===== config.mk =====
export PLATFORM = sky130hd
export DESIGN_NAME = uaddr_watch
export DESIGN_NICKNAME = d
export VERILOG_FILES = /design/src/rtl/uw_pkg.sv /design/src/rtl/uw_matcher.sv /design/src/rtl/uw_clkctl.sv /design/src/rtl/uw_trace.sv /design/src/rtl/uaddr_watch.sv
export SDC_FILE = /design/constraint.sdc
export NUM_CORES = 1
export LEC_CHECK = 0
export BUFFER_PORTS_ARGS = -buffer_cell sky130_fd_sc_hd__buf_2
export CAP_MARGIN = 20
export CORE_UTILIZATION = 60
export DETAILED_ROUTE_END_ITERATION = 16
export HOLD_SLACK_MARGIN = 0.1
export PLACE_DENSITY_LB_ADDON = 0.08
export SYNTH_ARGS = -nofsm -noshare
export SYNTH_HDL_FRONTEND = slang
export SYNTH_HIERARCHICAL = 1
export SYNTH_SLANG_ARGS = --single-unit
export TNS_END_PERCENT = 1

===== constraint.sdc =====
create_clock -name clk -period 5 [get_ports clk]
set_input_delay 0.75 -clock clk [delete_from_list [all_inputs] [get_ports clk]]
set_output_delay 0.75 -clock clk [all_outputs]
set_load 0.01 [all_outputs]

===== src/rtl/uw_pkg.sv =====
package uw_pkg;
  typedef enum logic [2:0] {
    OP_SET_MATCH = 3'd0,
    OP_ARM       = 3'd1,
    OP_DISARM    = 3'd2,
    OP_RUN       = 3'd3,
    OP_HALT      = 3'd4,
    OP_STEP      = 3'd5,
    OP_FORCE     = 3'd6,
    OP_READ      = 3'd7
  } host_op_e;
endpackage


===== src/rtl/uw_matcher.sv =====
module uw_matcher #(
  parameter int AW = 14
) (
  input  logic          clk,
  input  logic          rst,
  input  logic          set_en,
  input  logic [AW-1:0] set_val,
  input  logic          sample_en,
  input  logic [AW-1:0] bus_addr,
  output logic          hit,
  output logic          pulse
);
  logic [AW-1:0] match_q;

  assign hit = sample_en && (bus_addr == match_q);

  always_ff @(posedge clk) begin
    if (rst) begin
      match_q <= '0;
      pulse   <= 1'b0;
    end else begin
      pulse <= hit;
      if (set_en) match_q <= set_val;
    end
  end


  pulse_src_chk: assert property (@(posedge clk) disable iff (rst)
    pulse |-> $past(sample_en));


  match_hold_chk: assert property (@(posedge clk) disable iff (rst)
    !$past(set_en) |-> $stable(match_q));
endmodule


===== src/rtl/uw_clkctl.sv =====
module uw_clkctl #(
  parameter int AW = 14
) (
  input  logic          clk,
  input  logic          rst,
  input  logic          do_arm,
  input  logic          do_disarm,
  input  logic          do_run,
  input  logic          do_halt,
  input  logic          do_step,
  input  logic          do_force,
  input  logic [AW-1:0] force_val,
  input  logic          hit,
  output logic          running,
  output logic          sample_en,
  output logic          force_en,
  output logic [AW-1:0] force_addr
);
  logic phase_q;
  logic armed_q;
  logic step_q;

  assign sample_en = running & phase_q;

  always_ff @(posedge clk) begin
    if (rst) begin
      running    <= 1'b0;
      phase_q    <= 1'b0;
      armed_q    <= 1'b0;
      step_q     <= 1'b0;
      force_en   <= 1'b0;
      force_addr <= '0;
    end else begin
      if (running) phase_q <= ~phase_q;
      if (sample_en) begin
        if (step_q) begin
          running <= 1'b0;
          step_q  <= 1'b0;
        end else if (armed_q && hit) begin
          running <= 1'b0;
        end
      end
      if (do_arm) armed_q <= 1'b1;
      if (do_disarm || do_force) armed_q <= 1'b0;
      if (do_run && !running) running <= 1'b1;
      if (do_step && !running) begin
        running <= 1'b1;
        step_q  <= 1'b1;
      end
      if (do_halt) begin
        running <= 1'b0;
        phase_q <= 1'b0;
        step_q  <= 1'b0;
      end
      force_en <= do_force;
      if (do_force) force_addr <= force_val;
    end
  end


  arm_stop_chk: assert property (@(posedge clk) disable iff (rst)
    (sample_en && armed_q && hit) |=> !running);


  step_stop_chk: assert property (@(posedge clk) disable iff (rst)
    (sample_en && step_q) |=> !running);


  force_disarm_chk: assert property (@(posedge clk) disable iff (rst)
    force_en |-> !armed_q);


  sample_phase_chk: assert property (@(posedge clk) disable iff (rst)
    sample_en |-> $past(running));
endmodule


===== src/rtl/uw_trace.sv =====
module uw_trace #(
  parameter int AW    = 14,
  parameter int DEPTH = 64
) (
  input  logic          clk,
  input  logic          rst,
  input  logic          sample_en,
  input  logic [AW-1:0] bus_addr,
  input  logic          force_set,
  input  logic [AW-1:0] force_val,
  input  logic          rd_req,
  input  logic          rd_restart,
  input  logic          running,
  output logic [AW-1:0] cur_addr,
  output logic [AW-1:0] next_addr,
  output logic          rd_valid,
  output logic          rd_err,
  output logic [AW-1:0] rd_data
);
  localparam int IW = $clog2(DEPTH);

  logic [AW-1:0] mem [DEPTH];
  logic [IW-1:0] wr_ptr_q;
  logic [IW:0]   fill_q;
  logic          next_vld_q;
  logic [IW-1:0] rd_idx_q;
  logic [IW-1:0] idx;
  logic [IW-1:0] raddr;
  logic [AW-1:0] rd_raw_q;
  logic          inrange_q;
  logic          push;

  assign push    = sample_en && next_vld_q;
  assign idx     = rd_restart ? '0 : rd_idx_q;
  assign raddr   = wr_ptr_q - IW'(1) - idx;
  assign rd_data = inrange_q ? rd_raw_q : '0;

  always_ff @(posedge clk) begin
    if (push) mem[wr_ptr_q] <= next_addr;
    rd_raw_q <= mem[raddr];
  end

  always_ff @(posedge clk) begin
    if (rst) begin
      wr_ptr_q   <= '0;
      fill_q     <= '0;
      next_vld_q <= 1'b0;
      next_addr  <= '0;
      cur_addr   <= '0;
      rd_idx_q   <= '0;
      rd_valid   <= 1'b0;
      rd_err     <= 1'b0;
      inrange_q  <= 1'b0;
    end else begin
      if (sample_en) begin
        next_addr  <= bus_addr;
        next_vld_q <= 1'b1;
      end
      if (push) begin
        cur_addr <= next_addr;
        wr_ptr_q <= wr_ptr_q + IW'(1);
        if (fill_q != (IW+1)'(DEPTH)) fill_q <= fill_q + (IW+1)'(1);
      end
      if (force_set) begin
        next_addr  <= force_val;
        next_vld_q <= 1'b1;
      end
      rd_valid <= 1'b0;
      rd_err   <= 1'b0;
      if (rd_req) begin
        if (running) begin
          rd_err <= 1'b1;
        end else begin
          rd_valid  <= 1'b1;
          inrange_q <= ({1'b0, idx} < fill_q);
          rd_idx_q  <= idx + IW'(1);
        end
      end
    end
  end


  err_hold_chk: assert property (@(posedge clk) disable iff (rst)
    rd_err |-> $stable(rd_idx_q));


  err_excl_chk: assert property (@(posedge clk) disable iff (rst)
    rd_err |-> !rd_valid);


  push_order_chk: assert property (@(posedge clk) disable iff (rst)
    push |=> (cur_addr == $past(next_addr)));
endmodule


===== src/rtl/uaddr_watch.sv =====
module uaddr_watch #(
  parameter int AW    = 14,
  parameter int DEPTH = 64
) (
  input  logic          clk,
  input  logic          rst,
  input  logic [AW-1:0] cs_addr,
  input  logic          host_op_vld,
  input  logic [2:0]    host_op,
  input  logic [AW-1:0] host_data,
  output logic          cpu_clk_en,
  output logic          match_pulse,
  output logic          force_en,
  output logic [AW-1:0] force_addr,
  output logic [AW-1:0] cur_addr,
  output logic [AW-1:0] next_addr,
  output logic          rd_valid,
  output logic          rd_err,
  output logic [AW-1:0] rd_data
);
  import uw_pkg::*;

  host_op_e op;
  logic do_set, do_arm, do_disarm, do_run, do_halt, do_step, do_force, do_read;
  logic hit, sample_en, running;

  assign op        = host_op_e'(host_op);
  assign do_set    = host_op_vld && (op == OP_SET_MATCH);
  assign do_arm    = host_op_vld && (op == OP_ARM);
  assign do_disarm = host_op_vld && (op == OP_DISARM);
  assign do_run    = host_op_vld && (op == OP_RUN);
  assign do_halt   = host_op_vld && (op == OP_HALT);
  assign do_step   = host_op_vld && (op == OP_STEP);
  assign do_force  = host_op_vld && (op == OP_FORCE);
  assign do_read   = host_op_vld && (op == OP_READ);
  assign cpu_clk_en = running;

  uw_matcher #(.AW(AW)) u_match (
    .clk(clk), .rst(rst), .set_en(do_set), .set_val(host_data),
    .sample_en(sample_en), .bus_addr(cs_addr), .hit(hit), .pulse(match_pulse)
  );

  uw_clkctl #(.AW(AW)) u_clk (
    .clk(clk), .rst(rst), .do_arm(do_arm), .do_disarm(do_disarm),
    .do_run(do_run), .do_halt(do_halt), .do_step(do_step),
    .do_force(do_force), .force_val(host_data), .hit(hit),
    .running(running), .sample_en(sample_en),
    .force_en(force_en), .force_addr(force_addr)
  );

  uw_trace #(.AW(AW), .DEPTH(DEPTH)) u_trace (
    .clk(clk), .rst(rst), .sample_en(sample_en), .bus_addr(cs_addr),
    .force_set(do_force), .force_val(host_data),
    .rd_req(do_read), .rd_restart(host_data[0]), .running(running),
    .cur_addr(cur_addr), .next_addr(next_addr),
    .rd_valid(rd_valid), .rd_err(rd_err), .rd_data(rd_data)
  );
endmodule


==> impl_summary.log, run 1 <==
INFO  metric run_status = complete, no violations
INFO  metric fp.dieArea = 66300 um2
INFO  metric cp_cell_sequence = nor2b_1 -> inv_1 -> ha_4 -> fa_4 -> buf_12 -> mux4_2 -> mux2i_1 -> mux2i_1 -> mux2i_1 -> mux2i_1
INFO  metric synth.top_cells.by_count = edfxtp_1 (896), mux2i_1 (252), mux4_2 (224), nor2_1 (145), dfxtp_1 (99)
INFO  metric cts-root-to-sink-buffers = 3
INFO  metric vdd.ir_drop.worst = 0.000273 V
INFO  metric globalplace.congestion = 0.813
INFO  metric worst_setup_path_start_kind = flip-flop
INFO  metric crit_arrival = 4700 ps
INFO  metric crit_required = 5500 ps
INFO  metric yosysMostFrequentCell = edfxtp_1
INFO  metric critical-path-max-stage-delay = 1080 ps
INFO  metric first_global_vias = 19609
INFO  metric post-synth-top-area-cell = edfxtp_1
INFO  metric tritoncts = built
INFO  metric postRouteAntennaNets = 0
INFO  metric slew_headroom = 30.2%
INFO  metric timing.reg2reg.setup_slack = 800 ps
INFO  metric timing.critical_path.fanout_max = 59
INFO  metric worstHoldEndpoint = u_trace/next_addr[6]
INFO  metric top_level_ports = 95
INFO  metric maxClockFrequency = 238 MHz
INFO  metric final.min_clock_period = 4200 ps
INFO  metric detail_route.first_pass.iterations = 5
INFO  metric cts.htree.levels = 3
INFO  metric ctsResizeCount = 0
INFO  metric worst_hold_path.num_cells = 3
INFO  metric clock_skew = 23.0 ps
INFO  metric number_of_failing_hold_endpoints_at_the_final_stage = 0
INFO  metric yosysWarningCount = 6
INFO  metric drtIter0Drc = 1779
INFO  metric grt.total_usage = 28.0%
INFO  metric nNetsFinal = 2196
INFO  metric final_routed_drc_violation_total = 0
INFO  metric worst_hold_startpoint = host_data[6]
INFO  metric crit_path_top_delay_cell = fa_4
INFO  metric power_density = 379 nW/um2
INFO  metric ys_seq_elements = 995
INFO  metric n_fill_cell = 4139
INFO  metric timing_worst_slew_pin_value = 1050 ps
INFO  metric post_synth_num_cell_types = 49
INFO  metric finalWorstSetupSlack = 799 ps
INFO  metric floorplan.die.height = 258 um
INFO  metric synth_area = 39200 um2
INFO  metric largest_net_degree_at_the_start_of_global_routing = 68
INFO  metric synthArstFlopShare = 0%
INFO  metric routed_wl = 90700 um
INFO  metric layout-drive-gt1-share = 27.6%
INFO  metric wire_per_inst = 29.5 um
INFO  metric finalSetupViolations = 0
INFO  metric floorplan.rows = 93
INFO  metric root_buffer = clkbuf_16
INFO  metric postSynthNetCount = 2007
INFO  metric cts.sink_count = 995
INFO  metric hold_path_class = in -> reg
INFO  metric cts.repair_timing.setup_buffer_count = 0
INFO  metric synth_enable_flop_cells = 896
INFO  metric antenna_found_initial = 2
INFO  metric multiInputGateArea = 9750 um2
INFO  metric timing.setup.tns = 0 ps
INFO  metric diodes = 0
INFO  metric core-area = 64500 um2
INFO  metric timing.setup.critical_path_class = reg -> reg
INFO  metric synthesized_instance_count = 1958
INFO  metric critical_path.reg2reg.endpoint = u_trace/rd_raw_q[9]
INFO  metric die_width = 258 um
INFO  metric fin_crit_sh = 84.0%
INFO  metric tritoncts.num_buffers = 97
INFO  metric grt_setup_unrepaired = false
INFO  metric clkLatencyLatePin = 650 ps
INFO  metric globalRoute.totalOverflow = 0
INFO  metric maxCapViolCount = 0
INFO  metric worst_r2r_startpoint = u_trace/rd_idx_q[0]
INFO  metric dpl_worst_slack = 284 ps
INFO  metric critical_path.top_delay_family = multiplexers
INFO  metric worstPathBufferInverterCount = 2
INFO  metric routed-via-count = 19380
INFO  metric grt_pass1_wl = 132000 um
INFO  metric endpoint_kind = flip-flop
INFO  metric cts.hold.buffers_added = 0
INFO  metric place_hpwl = 53700 um
INFO  metric cellLeakagePower = 15.9 nW
INFO  metric yosysTopAreaCellShare = 68.7%
INFO  metric sequential_cell_area_fraction_in_the_yosys_report = 73.7%
INFO  metric syn_to_layout_area_delta = 13.6%
INFO  metric timing.reg2reg.worst_path_depth = 10
INFO  metric avgSynthCellArea = 20.0 um2
INFO  metric worst_path_most_repeated_cell = mux2i_1
INFO  metric maxSlewViolCount = 0
INFO  metric most_frequently_used_flop_master_after_synthesis = edfxtp_1
INFO  metric start_util = 60.8%
INFO  metric portBuffers = 94
INFO  metric synth_area_leaders = edfxtp_1 (69%), mux4_2 (13%), mux2i_1 (6.4%), dfxtp_1 (5.1%), nor2_1 (1.4%)
INFO  metric clkSlewWorstSetupHoldPaths = 60 ps
INFO  metric drt-vias-per-instance = 6.29
INFO  metric seqCellArea = 28900 um2
-- worst reg2reg max path, delay by kind of cell, from the launching register on --
family                     cells  cell delay [ps]
buffers and inverters          2              500
and+or+nand+nor                1              230
muxes                          5             1730
adders and majority gates      2             1260
DFF                            1              340
-- flip-flops by register name, summed over array words and instances, names as in the netlist --
| name | count |
|---|---|
| u_trace/mem | 896 |
| u_clk/force_addr | 14 |
| u_match/match_q | 14 |
| u_trace/cur_addr | 14 |
| u_trace/next_addr | 14 |
| u_trace/rd_raw_q | 14 |
| u_trace/fill_q | 7 |
| u_trace/rd_idx_q | 6 |
| u_trace/wr_ptr_q | 6 |
| u_clk/armed_q | 1 |
| u_clk/force_en | 1 |
| u_clk/phase_q | 1 |
| u_clk/running | 1 |
| u_clk/step_q | 1 |
| u_match/pulse | 1 |
| u_trace/inrange_q | 1 |
| u_trace/next_vld_q | 1 |
| u_trace/rd_err | 1 |
| u_trace/rd_valid | 1 |
-- stage by stage --
| stage | total power, mW | std cells | hold WS, ps | cell area (um2) | util, % |
|---|---|---|---|---|---|
| 6_report | 16.9 | 3081 | 370 | 44500 | 69.1 |
| 3_5_place_dp | 9.47 | 2902 | 448 | 41200 | 63.8 |
| 3_3_place_gp | 9.46 | 2901 | 441 | 41100 | 63.8 |
| 5_1_grt | 17.3 | 3081 | 379 | 44500 | 69.1 |
| 2_1_floorplan | 9.35 | 1958 | 450 | 39200 | - |
| 4_1_cts | 17.0 | 3080 | 333 | 44500 | 69.0 |
-- power breakdown --
| group | internal [mW] | leakage [nW] | switching [mW] |
|---|---|---|---|
| Clock | 4.59 | 1.64 | 2.99 |
| Combinational | 0.102 | 5.41 | 0.164 |
| Sequential | 9.00 | 8.87 | 0.0257 |
-- cell type report --
class	instances	share of cell area [%]
clock buffers	139	6.35
repair buffers	192	3.18
inverters	13	0.110
clock inverters	39	1.15
flip-flops and latches	995	64.9
well taps	855	2.40
multi-input cells	848	21.9
-- per-layer routing --
metal	up-vias	global-route usage (%)	wire length, um
li1	8253	-	-
met4	0	8.96	2400
met5	-	0	0
met2	828	44.0	43800
met1	10175	40.6	37200
met3	124	4.95	7360
-- placed cells by master (no fill, tap or decap), types with 14 or more instances in the layout --
master     Yosys  routed
a21oi_1       39      39
and2_1        15      15
buf_12         1      15
buf_2         49      94
buf_4          4      82
clkbuf_1      29      24
clkbuf_16      0     104
clkinv_2       0      14
dfxtp_1       99      85
dfxtp_2        0      14
edfxtp_1     896     896
mux2i_1      252     252
mux4_2       224     224
nand2_1       52      52
nor2_1       145     124
nor2_2         0      21
xnor2_1       25      24
-- kinds of logic (layout without fill, tap and decap cells) --
| group | count (synthesis) | in the layout | synth area share (%) |
|---|---|---|---|
| XOR/XNOR | 30 | 30 | 0.690 |
| buffers and inverters | 115 | 383 | 1.70 |
| multiplexers | 476 | 476 | 19.3 |
| flip-flops | 995 | 995 | 73.7 |
| AO/OA/AOI/OAI | 60 | 60 | 0.910 |
| adder cells (fa/ha/maj) | 15 | 15 | 0.498 |
| AND/OR/NAND/NOR | 267 | 267 | 3.16 |
-- worst max path at each step --
stage	start	end	slack (ps)	cells past startpoint
floorplan	host_data[0]	u_trace/rd_raw_q[10]	1710	13
global placement	host_data[0]	u_trace/rd_raw_q[9]	330	11
detailed placement	host_data[0]	u_trace/rd_raw_q[9]	280	11
CTS	u_trace/rd_idx_q[0]	u_trace/rd_raw_q[9]	810	10
global route	u_trace/rd_idx_q[0]	u_trace/rd_raw_q[9]	720	10
finish	u_trace/rd_idx_q[0]	u_trace/rd_raw_q[9]	800	10
Note: power is estimated with default switching activity, not from simulation.
==> run 2, diff against run 1 <==
Settings changed: CORE_UTILIZATION 60 to 56.
Clock period 5 ns to 3.5 ns, I/O delays scaled along.
==> run 2 against run 1 <==
Flip-flop and latch count is the same; cell area grew 1.8%; register-to-register slack lost 730 ps; count of clock-buffer cells in the layout shrank 12; wire length grew 0.89%; setup slack lost 730 ps; global-route usage shrank 1.5 points; clock skew grew 6.8 ps; final cell count grew 6.2%.
==> impl_summary.log, run 2 (synthesis gave the netlist of run 1 again) <==
INFO  metric number_of_failing_hold_endpoints_at_the_final_stage = 0 (unchanged)
INFO  metric run_status = complete, no violations
INFO  metric critPathLaunch = u_trace/rd_idx_q[0]
INFO  metric finalSetupViolations = 0 (unchanged)
INFO  metric timing_worst_slew_pin_value = 1030 ps (-15.6 ps)
INFO  metric globalRoute.totalOverflow = 0 (unchanged)
INFO  metric dp.cells = 3088 (+6.4%)
INFO  metric grt_setup_unrepaired = true
INFO  metric flip_flop_count_of_the_largest_register_after_layout = 896 (unchanged)
INFO  metric seqCellArea = 28900 um2 (unchanged)
INFO  metric clkSlewWorstSetupHoldPaths = 60 ps (about the same)
INFO  metric grt_pass1_wl = 133000 um (+1.1%)
INFO  metric drtIter0Drc = 2057 (+16%)
INFO  metric timing.critical_path.fanout_max = 17 (-71%)
INFO  metric tritoncts = built
INFO  metric registers.top_by_ff_count = u_trace/mem
INFO  metric power_density = 513 nW/um2 (+35%)
INFO  metric finalCoreUtilization = 65.7% (-3.3 points)
INFO  metric stdcell_count = 3272 (+6.2%)
INFO  metric final_routed_drc_violation_total = 0 (unchanged)
INFO  metric cts-root-to-sink-buffers = 3 (unchanged)
INFO  metric cts.sink_count = 995 (unchanged)
INFO  metric routed-via-count = 19727 (+1.8%)
INFO  metric crit_required = 4070 ps (-1430 ps)
INFO  metric routed_wl = 91500 um (+0.89%)
INFO  metric clock_skew = 29.8 ps (+6.80 ps)
INFO  metric first_global_vias = 19923 (+1.6%)
INFO  metric portBuffers = 94 (unchanged)
INFO  metric start_util = 56.8% (-4.0 points)
INFO  metric top_level_ports = 95 (unchanged)
INFO  metric maxSlewViolCount = 0 (unchanged)
INFO  metric layout-drive-gt1-share = 30.2% (+2.7 points)
INFO  metric placed_cell_area = 42100 um2 (+2.4%)
INFO  metric postRouteAntennaNets = 0 (unchanged)
INFO  metric timing.setup.critical_path_class = reg -> reg
INFO  metric finalWorstSetupSlack = 64.3 ps (-735 ps)
INFO  metric worst_hold_startpoint = host_data[8]
INFO  metric largest_net_degree_at_the_start_of_global_routing = 67 (-1.5%)
INFO  metric final.min_clock_period = 3440 ps (-765 ps)
INFO  metric layout.cells.most_common_list = edfxtp_1 (896), mux2i_1 (233), mux4_2 (224)
INFO  metric grt.total_usage = 26.5% (-1.5 points)
INFO  metric die_width = 267 um (+3.5%)
INFO  metric final.hold.worst_slack = 126 ps (-244 ps)
INFO  metric endpoint_kind = flip-flop
INFO  metric layout.cell_area.non_filler = 45300 um2 (+1.8%)
INFO  metric nNetsFinal = 2308 (+5.1%)
INFO  metric maxClockFrequency = 291 MHz (+22%)
INFO  metric hold_path_class = in -> reg
INFO  metric cellLeakagePower = 16.3 nW (+2.1%)
INFO  metric cts.htree.levels = 3 (unchanged)
INFO  metric worst_r2r_startpoint = u_trace/rd_idx_q[0]
INFO  metric tritoncts.num_buffers = 98 (+1.0%)
INFO  metric mostFrequentLayoutCell = edfxtp_1
INFO  metric n_fill_cell = 4648 (+12%)
INFO  metric dpl_worst_slack = -926 ps (-1210 ps)
INFO  metric globalplace.congestion = 0.806 (-0.86%)
INFO  metric slew_headroom = 31.4% (+1.1 points)
INFO  metric detail_route.first_pass.iterations = 5 (unchanged)
INFO  metric antenna_found_initial = 8 (+6)
INFO  metric syn_to_layout_area_delta = 15.7%
INFO  metric fin_crit_sh = 98.2% (+14 points)
INFO  metric fp.dieArea = 71000 um2 (+7.1%)
INFO  metric floorplan.die.height = 267 um (+3.5%)
INFO  metric wire_per_inst = 28.0 um (-5.0%)
INFO  metric vdd.ir_drop.worst = 0.000332 V (+22%)
INFO  metric timing.setup.tns = 0 ps (unchanged)
INFO  metric clkLatencyLatePin = 660 ps (about the same)
INFO  metric drt-vias-per-instance = 6.03 (-4.2%)
INFO  metric core-area = 68900 um2 (+7.0%)
INFO  metric place_hpwl = 56500 um (+5.2%)
INFO  metric total_power = 23.3 mW (+38%)
INFO  metric root_buffer = clkbuf_16
INFO  metric worst_setup_path_start_kind = flip-flop
INFO  metric crit_arrival = 4000 ps (-700 ps)
INFO  metric multiInputGateArea = 9800 um2 (+0.54%)
INFO  metric floorplan.rows = 96 (+3.2%)
INFO  metric maxCapViolCount = 0 (unchanged)
[run 2: metal layers]
layer	track usage, %	share of wire [%]	vias up
met3	4.23	7.8	119
met2	42.4	49	768
met1	37.6	41	10349
li1	-	-	8491
met4	8.67	2.4	0
met5	0	0	-
[run 2: final cells by class]
class,instances,area share (%)
Sequential cell,995,63.8
Multi-Input combinational cell,848,21.6
Clock buffer,127,5.81
Timing Repair Buffer,303,5.24
Tap cell,931,2.57
Clock inverter,52,0.875
Inverter,13,0.108
Antenna cell,3,0.0166
[run 2: worst paths after layout]
path                          end  slack [ps]  cells past startpoint
min          u_trace/next_addr[8]         130                      3
min reg2reg   u_trace/cur_addr[9]         460                      2
max           u_trace/rd_raw_q[0]          60                     13
max reg2reg   u_trace/rd_raw_q[0]          60                     13
[run 2: where the power goes]
group	switching, mW	internal [mW]
Clock	4.31	5.66
Sequential	0.0500	12.9
Combinational	0.223	0.163
Total	4.59	18.7
[run 2: worst max-delay path, stage by stage (launching register included)]
cell and delay, ps:
dfxtp_1 330, nor2b_2 180, inv_1 110, ha_4 180
fa_4 470, a21o_1 190, a21oi_1 230, xnor2_2 170
buf_12 190, buf_12 160, buf_12 210, mux2i_2 520
mux2i_2 230, mux2i_1 170
[run 2: timing repair]
action | in CTS | in global routing
resized for setup | 21 | 9
setup buffers | 1 | 0
hold endpoints to repair | 1 | 0
hold buffers | 1 | 0
pin swaps | 1 | 0
setup endpoints to repair | 11 | 12
